[config.mk]
export PLATFORM = sky130hd
export DESIGN_NAME = oet_sorter
export DESIGN_NICKNAME = d
export VERILOG_FILES = /design/src/rtl/oet_pkg.sv /design/src/rtl/oet_cmp_xchg.sv /design/src/rtl/oet_net.sv /design/src/rtl/oet_ctrl.sv /design/src/rtl/oet_regs.sv /design/src/rtl/oet_sorter.sv
export SDC_FILE = /design/constraint.sdc
export NUM_CORES = 1
export LEC_CHECK = 0
export BUFFER_PORTS_ARGS = -buffer_cell sky130_fd_sc_hd__buf_2
export CAP_MARGIN = 30
export CORE_ASPECT_RATIO = 1.1
export CORE_MARGIN = 1
export CORE_UTILIZATION = 50
export CTS_BUF_LIST = sky130_fd_sc_hd__clkbuf_4 sky130_fd_sc_hd__clkbuf_8 sky130_fd_sc_hd__clkbuf_16
export CTS_CLUSTER_DIAMETER = 200
export DETAILED_ROUTE_END_ITERATION = 8
export PLACE_DENSITY = 0.76
export SYNTH_ARGS = -nofsm -noshare
export SYNTH_HDL_FRONTEND = slang
export SYNTH_SLANG_ARGS = --single-unit
export TNS_END_PERCENT = 5
[constraint.sdc]
create_clock -name clk -period 5.61 [get_ports clk]
set_input_delay 0.561 -clock clk [delete_from_list [all_inputs] [get_ports clk]]
set_output_delay 0.561 -clock clk [all_outputs]
set_load 0.1 [all_outputs]
[src/rtl/oet_pkg.sv]
package oet_pkg;

  // Neighbour pairing used in a phase
  typedef enum logic {
    PAIR_LOW  = 1'b0,   // pairs (0,1),(2,3),...
    PAIR_HIGH = 1'b1    // pairs (1,2),(3,4),...; ends pass through
  } pairing_e;

  function automatic pairing_e pairing_of(input logic phase_lsb);
    return phase_lsb ? PAIR_HIGH : PAIR_LOW;
  endfunction

endpackage

[src/rtl/oet_cmp_xchg.sv]
module oet_cmp_xchg #(
  parameter int W = 8
) (
  input  logic [W-1:0] in_a,
  input  logic [W-1:0] in_b,
  output logic [W-1:0] out_lo,
  output logic [W-1:0] out_hi
);

  logic swap;

  always_comb begin
    swap   = (in_a > in_b);
    out_lo = swap ? in_b : in_a;
    out_hi = swap ? in_a : in_b;
  end

endmodule

[src/rtl/oet_net.sv]
module oet_net
  import oet_pkg::*;
#(
  parameter int N = 8,
  parameter int W = 8
) (
  input  logic [N*W-1:0] cur,
  input  pairing_e       pairing,
  output logic [N*W-1:0] nxt
);

  localparam int NLOW  = N / 2;
  localparam int NHIGH = N / 2 - 1;

  logic [N*W-1:0] res_low;
  logic [N*W-1:0] res_high;

  // Pairing starting at index 0
  for (genvar i = 0; i < NLOW; i++) begin : g_low
    oet_cmp_xchg #(.W(W)) u_cx (
      .in_a  (cur[(2*i)*W +: W]),
      .in_b  (cur[(2*i+1)*W +: W]),
      .out_lo(res_low[(2*i)*W +: W]),
      .out_hi(res_low[(2*i+1)*W +: W])
    );
  end

  // Pairing starting at index 1, ends untouched
  assign res_high[W-1:0]         = cur[W-1:0];
  assign res_high[N*W-1 -: W]    = cur[N*W-1 -: W];
  for (genvar i = 0; i < NHIGH; i++) begin : g_high
    oet_cmp_xchg #(.W(W)) u_cx (
      .in_a  (cur[(2*i+1)*W +: W]),
      .in_b  (cur[(2*i+2)*W +: W]),
      .out_lo(res_high[(2*i+1)*W +: W]),
      .out_hi(res_high[(2*i+2)*W +: W])
    );
  end

  assign nxt = (pairing == PAIR_HIGH) ? res_high : res_low;

endmodule

[src/rtl/oet_ctrl.sv]
module oet_ctrl
  import oet_pkg::*;
#(
  parameter int N = 8
) (
  input  logic     clk,
  input  logic     rst,
  input  logic     start,
  output logic     load_en,
  output logic     step_en,
  output pairing_e pairing,
  output logic     busy,
  output logic     done
);

  localparam int CW = $clog2(N + 1);
  localparam logic [CW-1:0] LAST = CW'(N - 1);

  logic [CW-1:0] phase_cnt;

  assign load_en = start && !busy;
  assign step_en = busy;
  assign pairing = pairing_of(phase_cnt[0]);

  always_ff @(posedge clk) begin
    if (rst) begin
      busy      <= 1'b0;
      done      <= 1'b0;
      phase_cnt <= '0;
    end else begin
      done <= 1'b0;
      if (load_en) begin
        busy      <= 1'b1;
        phase_cnt <= '0;
      end else if (busy) begin
        phase_cnt <= phase_cnt + 1'b1;
        if (phase_cnt == LAST) begin
          busy <= 1'b0;
          done <= 1'b1;
        end
      end
    end
  end

endmodule

[src/rtl/oet_regs.sv]
module oet_regs #(
  parameter int N = 8,
  parameter int W = 8
) (
  input  logic           clk,
  input  logic           rst,
  input  logic           load_en,
  input  logic           step_en,
  input  logic [N*W-1:0] load_val,
  input  logic [N*W-1:0] step_val,
  output logic [N*W-1:0] q
);

  for (genvar k = 0; k < N; k++) begin : g_elem
    always_ff @(posedge clk) begin
      if (rst)
        q[k*W +: W] <= '0;
      else if (load_en)
        q[k*W +: W] <= load_val[k*W +: W];
      else if (step_en)
        q[k*W +: W] <= step_val[k*W +: W];
    end
  end

endmodule

[src/rtl/oet_sorter.sv]
module oet_sorter
  import oet_pkg::*;
#(
  parameter int N = 8,
  parameter int W = 8
) (
  input  logic           clk,
  input  logic           rst,
  input  logic           start,
  input  logic [N*W-1:0] load_data,
  output logic [N*W-1:0] sorted,
  output logic           busy,
  output logic           done
);

  // size checks at elaboration
  if ((N % 2) != 0 || N < 2) begin : g_bad_n
    $error("oet_sorter: N must be even and at least 2");
  end

  logic           load_en;
  logic           step_en;
  pairing_e       pairing;
  logic [N*W-1:0] arr_q;
  logic [N*W-1:0] arr_nxt;

  oet_ctrl #(.N(N)) u_ctrl (
    .clk    (clk),
    .rst    (rst),
    .start  (start),
    .load_en(load_en),
    .step_en(step_en),
    .pairing(pairing),
    .busy   (busy),
    .done   (done)
  );

  oet_net #(.N(N), .W(W)) u_net (
    .cur    (arr_q),
    .pairing(pairing),
    .nxt    (arr_nxt)
  );

  oet_regs #(.N(N), .W(W)) u_regs (
    .clk     (clk),
    .rst     (rst),
    .load_en (load_en),
    .step_en (step_en),
    .load_val(load_data),
    .step_val(arr_nxt),
    .q       (arr_q)
  );

  assign sorted = arr_q;

endmodule

==> key figures, run 1 <==
Cells and area
  • Share of cells above drive strength 1: 24.4%
  • Fillcell total: 901
  • Post-route cell area: 6150 µm²
  • FF/Latch Area: about 1400 µm²
  • Final core occ: about three fifths
  • Multi-input gate area: between 3000 and 4000 µm²
  • Layout Nets: 850
  • Synth-to-Final Area Change: 17.5%
  • Commonest non-fill, non-tap cell in the layout: buf_2
  • Most frequent cells in the layout: buf_2 (132), a21oi_1 (70), dfxtp_1 (69)
  • Final std cells w/o fill: 871
  • N_diodes: 0

Place
  • DP HPWL: 11500 µm
  • Placed Area: 5910 µm²
  • GP Congestion: between 0.9 and 1
  • Dpl cells: 854
  • Port Buf Inserts: 132
  • Worst Setup Slack post-DPL: 2.92 ns

Floorplanning
  • Io pins: around 130
  • Die Ht: 109 µm
  • Std-Cell Rows: 38
  • Die X: approximately 100 µm
  • Initial core utilization: about 52%
  • Die area: 10900 µm²
  • Core Footprint: 10000 µm²

Timing
  • Setup violations, final: 0
  • Final Hold Fails: 0
  • Top achievable clock speed: 363 MHz
  • Slew Viols, Final: 0
  • Post-route setup TNS: 0 ns
  • Final period utilization: 49.2%
  • Tmin final: 2.76 ns
  • Setup ws final: 2.85 ns
  • Worst hold slack: 0.504 ns
  • Skew final: 0.0122 ns
  • Max_slew headroom: 36.2%
  • RSZ-0062 raised after global routing: false
  • Least-Margin Pin Slew: 0.957 ns

Critical path
  • Crit path from: u_ctrl.phase_cnt[0]
  • Delay of the slowest critical-path stage: around 0.89 ns
  • CP Capture Point: u_regs.q[27]
  • Worst reg2reg path endpoint: u_regs.q[27]
  • Slowest cell on the critical path: dfxtp_2
  • R2R depth: 6
  • Data arrival, critical path: between 3 and 4 ns
  • Data required time of the critical path: 5.88 ns
  • CP delay by family, top: flip-flops
  • Worst Setup End Kind: register
  • Crit path max fanout: 29
  • CP Depth: 6
  • R2R Setup Slk: 2.85 ns
  • Worst r2r src: u_ctrl.phase_cnt[0]
  • CP Buf/Inv Count: 1
  • CP Class: register to register
  • CP Launch Type: register
  • Crit-path cells: buf_4 > nor2_1 > a31oi_1 > a21oi_2 > or4_1 > o31ai_1

Clocking
  • Sink Count: 70
  • TritonCTS clock tree: built
  • Clock tree buffer depth: 2
  • Post-CTS sizing: 0
  • Root Buffer: clkbuf_8
  • Skew-Pair Late Insertion Delay: 0.35 ns
  • H-tree Lvls: 3
  • Hold_buf cts: 0
  • Num CTS Buffers: 9
  • Clock-pin slew on the worst setup and hold paths: about 0.08 ns
  • Post-CTS Setup Bufs: 0

Run status
  • Status: complete, no violations

Synthesis
  • Syn avg cell area: ~8.5 µm²
  • Sequential area share after synthesis: 26.8%
  • FFs w/ async S/R, synth: 0%
  • Post-synthesis sequential element count: 70
  • Leading area contributor after synthesis: dfxtp_1
  • Synth area leaders: dfxtp_1 (27%), ha_1 (14%), mux2i_1 (9.2%)
  • Post-Synthesis Cells: 615
  • Number of flops mapped to enable cells by yosys: 0
  • Area share of the largest cell type after synthesis: 26.8%
  • Syn Std Cell Area: 5240 µm²
  • Synth Warn #: 0
  • Post-synth net total: approximately 740
  • Synth Flop Type: dfxtp_1
  • Distinct cells, synth: 46

Drt
  • DRT iter0 DRCs: 208
  • Average wire per standard cell: between 15 and 20 µm
  • Vias per inst: 6.09
  • DR vias: 5307
  • First-pass DRT Iterations: 5
  • ANT nets after route: 0
  • Final wirelength: approximately 16000 µm
  • DR DRC count: 0

Power
  • Pint: 1.54 mW
  • Overall power: 3.87 mW
  • Clock share of power: about 12%
  • Pwr Density: 629 nW/µm²
  • VDD IR max: 0.000502 V
  • Switch Pwr: 2.33 mW
  • Leakage: 2.63 nW
  • Combinational power share: 66.2%
  • Seq pwr share: 21.7%
  • Switch share: 60.2%

GRT
  • Grt total ovfl: 0
  • First-pass GRT wire length: 25300 µm
  • Largest net degree at the start of global routing: 101
  • Initial antenna violation count: 0
  • Vias in the first global route: 5140
  • Total track usage: between 20% and 30%

Worst hold path
  • Hold Path Class: input pin to register

Run
  • Max-cap viol count: 0
-- flip-flops by register name (all words and copies together), names as in the netlist --
register and flops:
u_ctrl.busy 1, u_ctrl.phase_cnt 4, u_ctrl.done 1, u_regs.q 64
-- final cells by class --
cell class                 instances  area share [%]
multi-input combinational        450            55.7
sequential                        70            22.8
timing repair buffer             136            11.4
inverter                          59            3.60
tap                              140            2.85
clock buffer                      10            2.24
clock inverter                     6            1.38
-- routing by layer --
metal	part of all wire [%]	routed length (µm)	track usage, %	vias to the layer above
li1	-	-	-	2532
met1	43	6720	36.7	2491
met2	48	7530	51.5	236
met3	5.9	927	4.13	48
met4	3.3	514	13.8	0
met5	0	0	0	-
-- worst min path at each step --
stage                         from                  end  slack, ns  depth (start not counted)
6_report             load_data[56]         u_regs.q[56]       0.50                          3
2_1_floorplan  u_ctrl.phase_cnt[2]          u_ctrl.done       0.50                          2
4_1_cts              load_data[58]         u_regs.q[58]       0.49                          3
3_5_place_dp   u_ctrl.phase_cnt[3]  u_ctrl.phase_cnt[3]       0.54                          2
3_3_place_gp   u_ctrl.phase_cnt[2]          u_ctrl.done       0.54                          2
5_1_grt               load_data[0]          u_regs.q[0]       0.50                          3
-- tightest hold or removal path, cell delays in order --
cell,delay (ns)
buf_2,0.07
and2_1,0.10
a221o_1,0.09
-- Yosys cell counts (8+ instances only) --
cell,count
nand4_1,12
inv_1,59
or4_1,48
buf_2,9
a221o_1,16
clkbuf_1,15
dfxtp_1,70
buf_4,8
and2_1,16
o31ai_1,45
mux2i_1,48
nand2_1,8
a21oi_1,70
nor2_1,60
ha_1,57
-- cells by family after synthesis --
family,count (synthesis),share of synthesized area [%]
simple gates,174,19.2
fa+ha+maj,57,13.6
mux,48,9.18
xor+xnor,2,0.335
compound gates,169,23.0
buf+inv,95,7.89
flops,70,26.8
-- power by group through the flow --
stage	Combinational, mW	Clock, mW	Sequential (mW)
after floorplan	1.33	0	1.55
after global placement	2.46	0	0.843
after detailed placement	2.53	0	0.845
after CTS	2.55	0.467	0.834
after global routing	2.77	0.493	0.851
final	2.56	0.468	0.842
Power figures use the tool's default switching activity.
==> inputs of run 2 (changes only) <==
CORE_UTILIZATION = 49   (was 50)
PLACE_DENSITY = 0.78   (was 0.76)
clock period = 2.3 ns   (was 5.61 ns; I/O delays follow)
==> run 2 against run 1 <==
  * Setup slack worse by 2.8 ns
  * Critical endpoint is now u_regs.q[63]
  * Combinational power rose to 2.7 times the previous value
  * Clock skew down 0.0082 ns
==> key figures, run 2 (synthesis results as in run 1) <==
Power
  • Pwr Density: 1600 nW/µm²
  • VDD IR max: 0.00125 V
  • Leakage: 2.84 nW

Critical path
  • CP Class: register to register
  • Data arrival, critical path: 2.45 ns
  • R2R depth: 8
  • Worst Setup End Kind: register
  • Crit path max fanout: 8
  • R2R Setup Slk: 0.06 ns
  • CP Launch Type: register
  • Crit path from: u_regs.q[48]
  • Worst r2r src: u_regs.q[48]
  • Worst reg2reg path endpoint: u_regs.q[63]
  • Data required time of the critical path: 2.51 ns
  • CP Capture Point: u_regs.q[63]

Place
  • Placed Area: 6260 µm²
  • DP HPWL: between 10000 and 15000 µm
  • Worst Setup Slack post-DPL: 0.112 ns
  • Port Buf Inserts: 132
  • GP Congestion: 0.925

Floorplanning
  • Std-Cell Rows: 39
  • Die X: 101 µm
  • Initial core utilization: 50.4%
  • Die area: 11100 µm²
  • Die Ht: 110 µm
  • Core Footprint: 10400 µm²
  • Io pins: 133

Cells and area
  • Most flop-heavy register: u_regs.q
  • Most frequent cells in the layout: buf_2 (132), a21oi_1 (69), nor2_1 (60)
  • Synth-to-Final Area Change: 26.5%
  • Fillcell total: 892
  • Share of cells above drive strength 1: 36.3%
  • Top flop regs: u_regs.q x64, u_ctrl.phase_cnt x4
  • Layout Nets: between 800 and 900
  • N_diodes: 0
  • Max FFs per register: 64
  • Commonest non-fill, non-tap cell in the layout: buf_2
  • Post-route cell area: 6620 µm²

Drt
  • Vias per inst: 6.19
  • First-pass DRT Iterations: 5
  • ANT nets after route: 0
  • DRT iter0 DRCs: 319
  • Average wire per standard cell: 18.8 µm
  • DR DRC count: 0
  • DR vias: 5549
  • Final wirelength: 16800 µm

Clocking
  • Post-CTS sizing: 0
  • Clock tree buffer depth: 2
  • H-tree Lvls: 3
  • Root Buffer: clkbuf_16
  • Clock-pin slew on the worst setup and hold paths: 0.06 ns
  • Sink Count: 70
  • Post-CTS Setup Bufs: 0
  • Num CTS Buffers: 9
  • Skew-Pair Late Insertion Delay: 0.33 ns
  • Hold_buf cts: 0
  • TritonCTS clock tree: built

GRT
  • Total track usage: between 30 and 40%
  • Largest net degree at the start of global routing: 49
  • Grt total ovfl: 0
  • Vias in the first global route: 5275
  • First-pass GRT wire length: 26300 µm
  • Initial antenna violation count: 0

Timing
  • Top achievable clock speed: roughly 450 MHz
  • Final period utilization: 97.2%
  • RSZ-0062 raised after global routing: true
  • Final Hold Fails: 0
  • Setup ws final: 0.0639 ns
  • Slew Viols, Final: 0
  • Setup violations, final: 0
  • Skew final: ~0.004 ns
  • Least-Margin Pin Slew: just over 0.8 ns
  • Worst hold slack: between 0.15 and 0.2 ns
  • Max_slew headroom: 45.7%
  • Tmin final: 2.24 ns

Worst hold path
  • Hold Path Class: input pin to register

Run
  • Max-cap viol count: 0

Run status
  • Status: complete, no violations
==> run 2: cell count changes in the layout (fill, tap and decap cells not counted), moves of 9 or more <==
cell,previous run,this run
buf_4,3,24
clkbuf_16,0,11
dfxtp_1,69,4
dfxtp_4,0,20
clkbuf_8,10,1
dfxtp_2,1,46
==> run 2: layout make-up <==
type / count / area, µm² / share of cell area (%)
Clock buffer: 13 / 297 / 4.48
Clock inverter: 3 / 46.3 / 0.699
Inverter: 59 / 221 / 3.34
Multi-Input combinational cell: 450 / 3470 / 52.3
Sequential cell: 70 / 1530 / 23.2
Tap cell: 143 / 179 / 2.70
Timing Repair Buffer: 158 / 881 / 13.3
==> run 2: report_power, final <==
| part | total, mW | switching, mW | internal (mW) |
|---|---|---|---|
| clock network | 1.56 | 0.547 | 1.02 |
| registers | 2.12 | 0.518 | 1.61 |
| logic | 6.93 | 4.85 | 2.08 |
| total | 10.6 | 5.92 | 4.70 |
==> run 2: metrics by stage <==
step                power [mW]  setup TNS, ns  utilization, %  cells
floorplan                 7.14          -1.14               -    615
global placement          8.65              0            60.2    880
detailed placement        8.86              0            60.2    880
CTS                       10.5              0            63.5    896
global route              11.2         -0.475            63.7    896
finish                    10.6              0            63.7    896
==> run 2: routing by layer <==
layer,GRT usage (%),part of all wire (%)
met5,0,0
met4,13.9,4.2
met3,5.00,8.1
met2,51.2,49
met1,36.7,39
==> run 2: worst min-delay path by stage <==
stage,startpoint,endpoint,slack (ns),cells after the start
finish,load_data[0],u_regs.q[0],0.19,3
global route,load_data[0],u_regs.q[0],0.20,3
CTS,load_data[0],u_regs.q[0],0.19,3
detailed placement,u_regs.q[42],u_regs.q[42],0.49,2
global placement,u_regs.q[42],u_regs.q[42],0.48,2
floorplan,start,u_ctrl.phase_cnt[0],0.42,3
==> run 2: worst max-delay path, cell delays in order (launching register included) <==
cell and delay, ns:
dfxtp_2 0.39, inv_1 0.08, ha_1 0.20, inv_1 0.05, a21oi_1 0.05, o21ai_0 0.40, a31oi_1 0.23, o21a_1 0.34
a221o_1 0.39
==> inputs of run 3 (changes only) <==
CORE_UTILIZATION = 50   (was 49)
PLACE_DENSITY = 0.76   (was 0.78)
RECOVER_POWER = 50   (was unset)
clock period = 2.9 ns   (was 2.3 ns; I/O delays follow)
==> run 3 against run 2 <==
  * The flow now finishes with violations (max-capacitance violations, max-slew violations)
  * Critical path depth fell by 4
  * Utilization shrank 1.9 points
  * Sequential share of layout area is 0.55 points lower
  * Largest power group unchanged
  * Non-clock buffer count increased by 1
  * First-iteration DRC count is 13% lower
  * Critical endpoint is now u_regs.q[5]
  * Wire length fell by 3.7%
  * Clock power is 47% lower
  * Final cell count is 0.22% lower
  * Total power shrank 28%
  * Clock-buffer cell count down 4
  * Combinational power decreased by 24%
  * Setup slack improved by 0.26 ns
==> key figures, run 3 (synthesis results as in run 1) <==
Place
  • GP Congestion: 0.956
  • Port Buf Inserts: 132
  • Dpl cells: 878
  • DP HPWL: 12400 µm
  • Worst Setup Slack post-DPL: 0.441 ns

Cells and area
  • Most flop-heavy register: u_regs.q
  • Commonest non-fill, non-tap cell in the layout: a21oi_1
  • Max FFs per register: 64
  • Final std cells w/o fill: 894
  • Fillcell total: 950
  • Most frequent cells in the layout: a21oi_1 (70), buf_2 (69), dfxtp_1 (69)
  • Multi-input gate area: 3430 µm²
  • Top flop regs: u_regs.q x64, u_ctrl.phase_cnt x4
  • N_diodes: 0
  • FF/Latch Area: about 1400 µm²
  • Share of cells above drive strength 1: 18.2%
  • Layout Nets: 873
  • Synth-to-Final Area Change: 18.5%

GRT
  • Initial antenna violation count: 0
  • Largest net degree at the start of global routing: 45
  • Total track usage: 30.0%
  • Grt total ovfl: 0
  • First-pass GRT wire length: 25200 µm
  • Vias in the first global route: 5077

Floorplanning
  • Io pins: approximately 130
  • Core Footprint: 10000 µm²
  • Die Ht: about 110 µm
  • Die X: between 90 and 100 µm
  • Initial core utilization: 52.2%
  • Std-Cell Rows: 38
  • Die area: about 11000 µm²

Power
  • Leakage: approximately 2.5 nW
  • Overall power: between 7 and 8 mW
  • VDD IR max: 0.000978 V
  • Pwr Density: between 1000 and 1500 nW/µm²

Timing
  • Final period utilization: approximately nine tenths
  • Worst hold slack: approximately 0.22 ns
  • Skew final: 0.00544 ns
  • Top achievable clock speed: 388 MHz
  • Setup violations, final: 0
  • RSZ-0062 raised after global routing: false
  • Post-route setup TNS: 0 ns
  • Least-Margin Pin Slew: roughly 1.8 ns
  • Final Hold Fails: 0
  • Max_slew headroom: -21.3%
  • Slew Viols, Final: 45
  • Setup ws final: 0.324 ns
  • Tmin final: 2.58 ns

Critical path
  • Crit-path cells: clkbuf_1 > nor2_1 > and2_1 > a221o_1
  • Worst r2r src: u_regs.q[29]
  • Slowest cell on the critical path: clkbuf_1
  • Worst reg2reg path endpoint: u_regs.q[28]
  • Worst Setup End Kind: register
  • CP Launch Type: input pin
  • Delay of the slowest critical-path stage: 1.28 ns
  • CP Buf/Inv Count: 1
  • CP delay by family, top: buffers and inverters
  • R2R Setup Slk: ~0.38 ns
  • CP Class: input pin to register
  • Data required time of the critical path: between 3 and 4 ns
  • R2R depth: 8
  • Data arrival, critical path: 2.83 ns
  • Crit path max fanout: 44

Clocking
  • Num CTS Buffers: 9
  • Clock tree buffer depth: 2
  • H-tree Lvls: 3
  • TritonCTS clock tree: built
  • Hold_buf cts: 0
  • Post-CTS sizing: 0
  • Post-CTS Setup Bufs: 0
  • Sink Count: 70
  • Clock-pin slew on the worst setup and hold paths: about 0.08 ns
  • Root Buffer: clkbuf_8
  • Skew-Pair Late Insertion Delay: 0.37 ns

Worst hold path
  • Hold Crit Start: load_data[63]
  • Hold Path End: u_regs.q[63]
  • Hold Path Class: input pin to register
  • Hold path depth: 3

Drt
  • DRT iter0 DRCs: 276
  • First-pass DRT Iterations: 5
  • DR vias: 5350
  • ANT nets after route: 0
  • DR DRC count: 0
  • Vias per inst: between 5 and 6
  • Final wirelength: 16200 µm
  • Average wire per standard cell: around 18 µm

Run status
  • Status: complete, but fails checks
  • Failing checks: max-capacitance violations, max-slew violations

Run
  • Max-cap viol count: 1
## run 3: changes by cell type in the layout (fill, tap and decap cells not counted), moves of 8 or more
cell / before / now
clkbuf_8: 1 / 9
dfxtp_2: 46 / 1
clkbuf_16: 11 / 0
dfxtp_4: 20 / 0
clkbuf_1: 0 / 64
buf_2: 132 / 69
dfxtp_1: 4 / 69
## run 3: stage by stage
stage                     utilization (%)  area (µm²)
after floorplan                         -        5240
after global placement               60.7        6090
after detailed placement             60.7        6090
after CTS                            62.7        6290
after global routing                 61.8        6200
final                                61.8        6200
## run 3: final cells by class
cell class,instances,share of cell area [%]
repair buffers,159,12.5
clock inverters,7,1.19
well taps,140,2.82
flip-flops and latches,70,22.6
inverters,59,3.57
multi-input cells,450,55.3
clock buffers,9,2.00
## run 3: worst max path at each step
| stage | from | slack [ns] | cells after the start | end |
|---|---|---|---|---|
| 2_1_floorplan | u_regs.q[23] | 0.04 | 8 | u_regs.q[8] |
| 3_3_place_gp | u_regs.q[18] | 0.46 | 9 | u_regs.q[11] |
| 3_5_place_dp | u_regs.q[18] | 0.44 | 9 | u_regs.q[8] |
| 4_1_cts | u_regs.q[18] | 0.40 | 9 | u_regs.q[8] |
| 5_1_grt | rst | 0.19 | 4 | u_regs.q[5] |
| 6_report | rst | 0.32 | 4 | u_regs.q[5] |
## run 3: power by group
group | switching [mW] | internal (mW)
clock | 0.422 | 0.400
sequential | 0.350 | 1.19
combinational | 3.80 | 1.46
## run 3: worst min-delay path, cell delays in order
cell and delay (ns):
buf_2 0.07, and2_1 0.10, a221o_1 0.09
## run 3: metal layers
layer | track usage, % | part of all wire, %
met1 | 36.9 | 43
met2 | 52.1 | 48
met3 | 4.83 | 5.6
met4 | 12.8 | 2.7
met5 | 0 | 0
